--- config.mk ---
export PLATFORM = sky130hd
export DESIGN_NAME = sqe_heartbeat
export DESIGN_NICKNAME = d
export VERILOG_FILES = /design/src/rtl/sqe_hb_pkg.sv /design/src/rtl/sqe_txend_detect.sv /design/src/rtl/sqe_bit_timer.sv /design/src/rtl/sqe_burst_wave.sv /design/src/rtl/sqe_heartbeat.sv
export SDC_FILE = /design/constraint.sdc
export NUM_CORES = 1
export LEC_CHECK = 0
export ABC_AREA = 1
export BUFFER_PORTS_ARGS = -buffer_cell sky130_fd_sc_hd__clkbuf_2
export CAP_MARGIN = 20
export CORE_MARGIN = 1
export CORE_UTILIZATION = 25
export CTS_CLUSTER_DIAMETER = 40
export DETAILED_ROUTE_END_ITERATION = 7
export GPL_TIMING_DRIVEN = 0
export PLACE_DENSITY_LB_ADDON = 0.15
export SLEW_MARGIN = 0
export SYNTH_ARGS = -nofsm -noshare
export SYNTH_HDL_FRONTEND = slang
export SYNTH_SLANG_ARGS = --single-unit
--- constraint.sdc ---
create_clock -name clk -period 1.3 [get_ports clk]
set_input_delay 0.13 -clock clk [delete_from_list [all_inputs] [get_ports clk]]
set_output_delay 0.13 -clock clk [all_outputs]
set_load 0.05 [all_outputs]
--- src/rtl/sqe_hb_pkg.sv ---
package sqe_hb_pkg;

    typedef enum logic [1:0] {
        SQE_IDLE  = 2'd0,
        SQE_WAIT  = 2'd1,
        SQE_BURST = 2'd2
    } sqe_state_e;

endpackage

--- src/rtl/sqe_txend_detect.sv ---
// Spots the end of a transmission and qualifies it for a heartbeat test.
module sqe_txend_detect (
    input  logic clk,
    input  logic rst_n,
    input  logic tx_active,
    input  logic hb_enable,
    input  logic jabber,
    output logic end_ok
);

    typedef struct packed {
        logic tx;
    } det_t;

    det_t det_d, det_q;

    always_comb begin
        det_d    = det_q;
        det_d.tx = tx_active;
    end

    always_ff @(posedge clk or negedge rst_n) begin
        if (!rst_n) begin
            det_q <= '0;
        end else begin
            det_q <= det_d;
        end
    end

    // Falling edge of activity, heartbeat on, no jabber at that instant.
    assign end_ok = det_q.tx & ~tx_active & hb_enable & ~jabber;

endmodule

--- src/rtl/sqe_bit_timer.sv ---
// Clock counter shared by the wait and burst windows.
module sqe_bit_timer #(
    parameter int WIDTH = 4
) (
    input  logic             clk,
    input  logic             rst_n,
    input  logic             clear,
    input  logic [WIDTH-1:0] limit,
    output logic             expired
);

    typedef struct packed {
        logic [WIDTH-1:0] count;
    } tmr_t;

    tmr_t tmr_d, tmr_q;

    always_comb begin
        tmr_d = tmr_q;
        if (clear) begin
            tmr_d.count = '0;
        end else if (tmr_q.count != limit) begin
            tmr_d.count = tmr_q.count + 1'b1;
        end
    end

    always_ff @(posedge clk or negedge rst_n) begin
        if (!rst_n) begin
            tmr_q <= '0;
        end else begin
            tmr_q <= tmr_d;
        end
    end

    assign expired = (tmr_q.count == limit);

endmodule

--- src/rtl/sqe_burst_wave.sv ---
// Square-wave source: starts high on entry, inverts every clock while running.
module sqe_burst_wave (
    input  logic clk,
    input  logic rst_n,
    input  logic enter,
    input  logic run,
    output logic wave
);

    typedef struct packed {
        logic level;
    } wav_t;

    wav_t wav_d, wav_q;

    always_comb begin
        wav_d = wav_q;
        if (enter) begin
            wav_d.level = 1'b1;
        end else if (run) begin
            wav_d.level = ~wav_q.level;
        end else begin
            wav_d.level = 1'b0;
        end
    end

    always_ff @(posedge clk or negedge rst_n) begin
        if (!rst_n) begin
            wav_q <= '0;
        end else begin
            wav_q <= wav_d;
        end
    end

    assign wave = wav_q.level;

endmodule

--- src/rtl/sqe_heartbeat.sv ---
module sqe_heartbeat
    import sqe_hb_pkg::*;
#(
    parameter int CLKS_PER_BIT = 2,
    parameter int DELAY_BITS   = 11,
    parameter int BURST_BITS   = 10
) (
    input  logic clk,
    input  logic rst_n,
    input  logic tx_active,
    input  logic hb_enable,
    input  logic jabber,
    output logic col_drive,
    output logic busy
);

    localparam int DLY_CLKS = DELAY_BITS * CLKS_PER_BIT;
    localparam int BST_CLKS = BURST_BITS * CLKS_PER_BIT;
    localparam int MAX_CLKS = (DLY_CLKS > BST_CLKS) ? DLY_CLKS : BST_CLKS;
    localparam int TW       = $clog2(MAX_CLKS + 1);

    typedef struct packed {
        sqe_state_e state;
    } ctl_t;

    ctl_t           ctl_d, ctl_q;
    logic           end_ok;
    logic           tmr_clear;
    logic           tmr_expired;
    logic [TW-1:0]  tmr_limit;
    logic           wave_enter;
    logic           wave_run;

    sqe_txend_detect u_txend (
        .clk       (clk),
        .rst_n     (rst_n),
        .tx_active (tx_active),
        .hb_enable (hb_enable),
        .jabber    (jabber),
        .end_ok    (end_ok)
    );

    always_comb begin
        ctl_d = ctl_q;
        case (ctl_q.state)
            SQE_IDLE: begin
                if (end_ok) ctl_d.state = SQE_WAIT;
            end
            SQE_WAIT: begin
                if (tx_active)        ctl_d.state = SQE_IDLE;
                else if (tmr_expired) ctl_d.state = SQE_BURST;
            end
            SQE_BURST: begin
                if (tx_active || tmr_expired) ctl_d.state = SQE_IDLE;
            end
            default: ctl_d.state = SQE_IDLE;
        endcase
    end

    always_ff @(posedge clk or negedge rst_n) begin
        if (!rst_n) begin
            ctl_q <= '{state: SQE_IDLE};
        end else begin
            ctl_q <= ctl_d;
        end
    end

    assign tmr_clear = (ctl_q.state == SQE_IDLE) || (ctl_d.state != ctl_q.state);
    assign tmr_limit = (ctl_q.state == SQE_WAIT) ? TW'(DLY_CLKS - 1) : TW'(BST_CLKS - 1);

    sqe_bit_timer #(
        .WIDTH (TW)
    ) u_timer (
        .clk     (clk),
        .rst_n   (rst_n),
        .clear   (tmr_clear),
        .limit   (tmr_limit),
        .expired (tmr_expired)
    );

    assign wave_enter = (ctl_d.state == SQE_BURST) && (ctl_q.state != SQE_BURST);
    assign wave_run   = (ctl_d.state == SQE_BURST) && (ctl_q.state == SQE_BURST);

    sqe_burst_wave u_wave (
        .clk   (clk),
        .rst_n (rst_n),
        .enter (wave_enter),
        .run   (wave_run),
        .wave  (col_drive)
    );

    assign busy = (ctl_q.state != SQE_IDLE);

endmodule

==> impl_metrics.ini <==
[power_and_ir_drop]
vdd_ir_drop_max_uv = 350.0
cell_internal_pwr_mw = 0.4163
p_sw_mw = 0.1426
swShare_pct = 25.51
power_frac_comb_pct = 8.7
p_per_area_mw_per_mm2 = 983.8
p_total_mw = 0.5589
p_seq_share_pct = 52.3
p_leak_nw = 0.3021
clockPowerShare_pct = 38.9

[setup_path]
cp_cell_sequence = inv_2 > nand3_2 > nor2_4 > nand2_2 > nand2_1 > nand2_2 > nand2_2 > nand2_4 > nor2_1
cp-start-kind = flop
crit_required_ns = 1.50
cpMaxStageDelayCell = dfrtp_1
crit_fanout = 5
critical_path.max_stage_delay_ns = 0.41
path_class = flop to flop
path_common_cell = nand2_2
worstPathArrival_ns = 1.43
endpoint_kind = flop

[logic_synthesis]
synth_top_area_share_pct = 52.33
ys_ff_latch = 9
ys_types = 13
syn-cell-area_um2 = 430.4
syn_avg_cell_area_um2 = 8.277
ys_seq_area_share_pct = 52.33
synth_fp_nets = 58
yosysWarnings = 0
synth_area_leaders = dfrtp_1 (52%), inv_1 (8.7%), nand2_1 (7.8%)
yosys.area.top_type = dfrtp_1
synth_cells = 52

[sta]
tightest_slew_ns = 0.2739
slew_headroom_pct = 81.81
finalHoldViolations = 0
period_minus_slack_ns = 1.238
slew_viol_final = 0
fin_crit_sh_pct = 95.26
finalSetupViolations = 0
max_freq_mhz = 807.5
skew_ns = 0.004441
timing.final.ws_setup_ns = 0.06160

[floorplan]
core_mm2 = 0.001559
die_width_um = 43.49
rows = 14
io_pins = 7
start_util_pct = 27.61
dieArea_mm2 = 0.001891
fp.dieH_um = 43.49

[outcome]
outcome = complete, but fails checks
violations = design-rule violations

[route]
totalWireLength_um = 856
drc = 2
drtPass1Iterations = 6
num_vias = 341
post_drt_wl_per_cell_um = 10.70
drt_iter0_markers = 6
antenna_left = 0
viasPerCell = 4.263

[finish]
final.fill_count = 157
regArea_um2 = 227.7
multi_input_area_um2 = 207.7
drive_above_1_share_pct = 43.75
utilization_pct = 36.44
syn_to_final_growth_pct = 31.98
layout.cells.non_filler = 80
final_nets = 71
diodes = 0

[placement]
post-place-cells = 74
hpwlAfterDp_um = 559.1
port-buffer-count = 6
globalplace.congestion = 0.6383
dp_slack_ns = 0.05027

[job]
max-cap-violations = 0

[clock_network]
cts_max_level = 1
clock_sinks = 9
worstSkewPairLatency_ns = 0.26
clk_pin_slew_worst_paths_ns = 0.07
ctsLongestPathBuffers = 2
root_buffer = clkbuf_4
cts_tree = done
cts_buffers = 3

[global_route]
grt_pass1_vias = 309
grt_pass1_wl_um = 1283
grt_start_max_net_pins = 10
antenna_found_initial = 0
grt.overflow.total = 0
grtUsageTotal_pct = 9.661

[hold_path]
worstHoldPathType = input port to flop
==> sequential cells by signal, indices dropped and copies added (netlist names) <==
signal	flops
u_txend.det_q	1
ctl_q	2
u_wave.wave	1
u_timer.tmr_q	5
==> layout make-up <==
cell class | instances | share of cell area (%)
flip-flops and latches | 9 | 40.09
multi-input cells | 33 | 36.56
repair buffers | 8 | 8.370
inverters | 10 | 6.608
clock buffers | 3 | 3.965
well taps | 16 | 3.524
clock inverters | 1 | 0.8811
==> layer usage <==
layer / vias up / GRT usage [%] / share of wire [%]
met5: - / 0 / 0
met4: 0 / 7.500 / 1.6
met3: 2 / 3.750 / 3.3
met2: 7 / 14.24 / 47
met1: 149 / 11.20 / 48
li1: 183 / - / -
==> path summary, 6_finish.rpt <==
check / start / slack, ns / end / cells after the start
worst min register to register: u_timer.tmr_q[0] / 0.48 / u_timer.tmr_q[0] / 1
max in group asynchronous: rst_n / 0.83 / ctl_q[0] / 2
min in group asynchronous: rst_n / 0.26 / u_timer.tmr_q[2] / 2
worst min-delay path: tx_active / 0.04 / u_txend.det_q / 1
worst max-delay path: u_timer.tmr_q[3] / 0.06 / u_timer.tmr_q[2] / 9
worst max register to register: u_timer.tmr_q[3] / 0.06 / u_timer.tmr_q[2] / 9
==> stage by stage <==
stage / TNS, ns / area, um^2 / hold slack, ns
after floorplan: 0 / 430.4 / -0.1656
after global placement: 0 / 480.5 / 0.002326
after detailed placement: 0 / 480.5 / 0.006987
after CTS: 0 / 518.0 / 0.01222
after global routing: -0.06562 / 568.0 / 0.02384
final: 0 / 568.0 / 0.03835
==> cells in the mapped netlist <==
master,count
a21oi_1,2
a31oi_1,1
dfrtp_1,9
ha_1,1
inv_1,10
nand2_1,9
nand2_2,3
nand3_1,3
nand4_1,1
nor2_1,9
o21ai_0,1
xnor2_1,1
xor2_1,2
==> power by group through the flow <==
| stage | clock network, mW | registers (mW) | logic (mW) |
|---|---|---|---|
| after floorplan | 0 | 0.295 | 0.0240 |
| after global placement | 0 | 0.296 | 0.0410 |
| after detailed placement | 0 | 0.296 | 0.0413 |
| after CTS | 0.231 | 0.291 | 0.0436 |
| after global routing | 0.248 | 0.294 | 0.0552 |
| final | 0.218 | 0.292 | 0.0488 |
==> layout by cell type, fill, tap and decap left out, types with 2 or more instances in the layout <==
cell      synthesis  routed
clkbuf_4          0       3
nand2_2           3       6
inv_1            10       8
nor2_2            0       2
a21oi_2           0       2
dfrtp_2           0       2
nand3_1           3       2
xor2_1            2       2
clkbuf_2          0       5
nor2_1            9       6
inv_2             0       2
nand2_1           9       5
dfrtp_1           9       7
==> cell families (layout without fill, tap and decap cells) <==
kind of cell,after synthesis,in the layout,synth area share (%)
compound gates,4,4,4.942
xor+xnor,3,3,6.106
flops,9,9,52.33
simple gates,25,25,25.00
buf+inv,10,22,8.722
fa+ha+maj,1,1,2.907
==> repair_timing <==
action,in CTS,in global routing
hold endpoints to repair,9,0
endpoints found under the setup margin,0,6
hold buffers,1,0
resized for setup,0,17
setup buffers,0,1
==> worst max-delay path: cells and delay by family, from the launching register on <==
family,cells,cell delay (ns)
flops,1,0.41
buf+inv,1,0.06
simple gates,8,0.70
(Power assumes the default switching activity.)
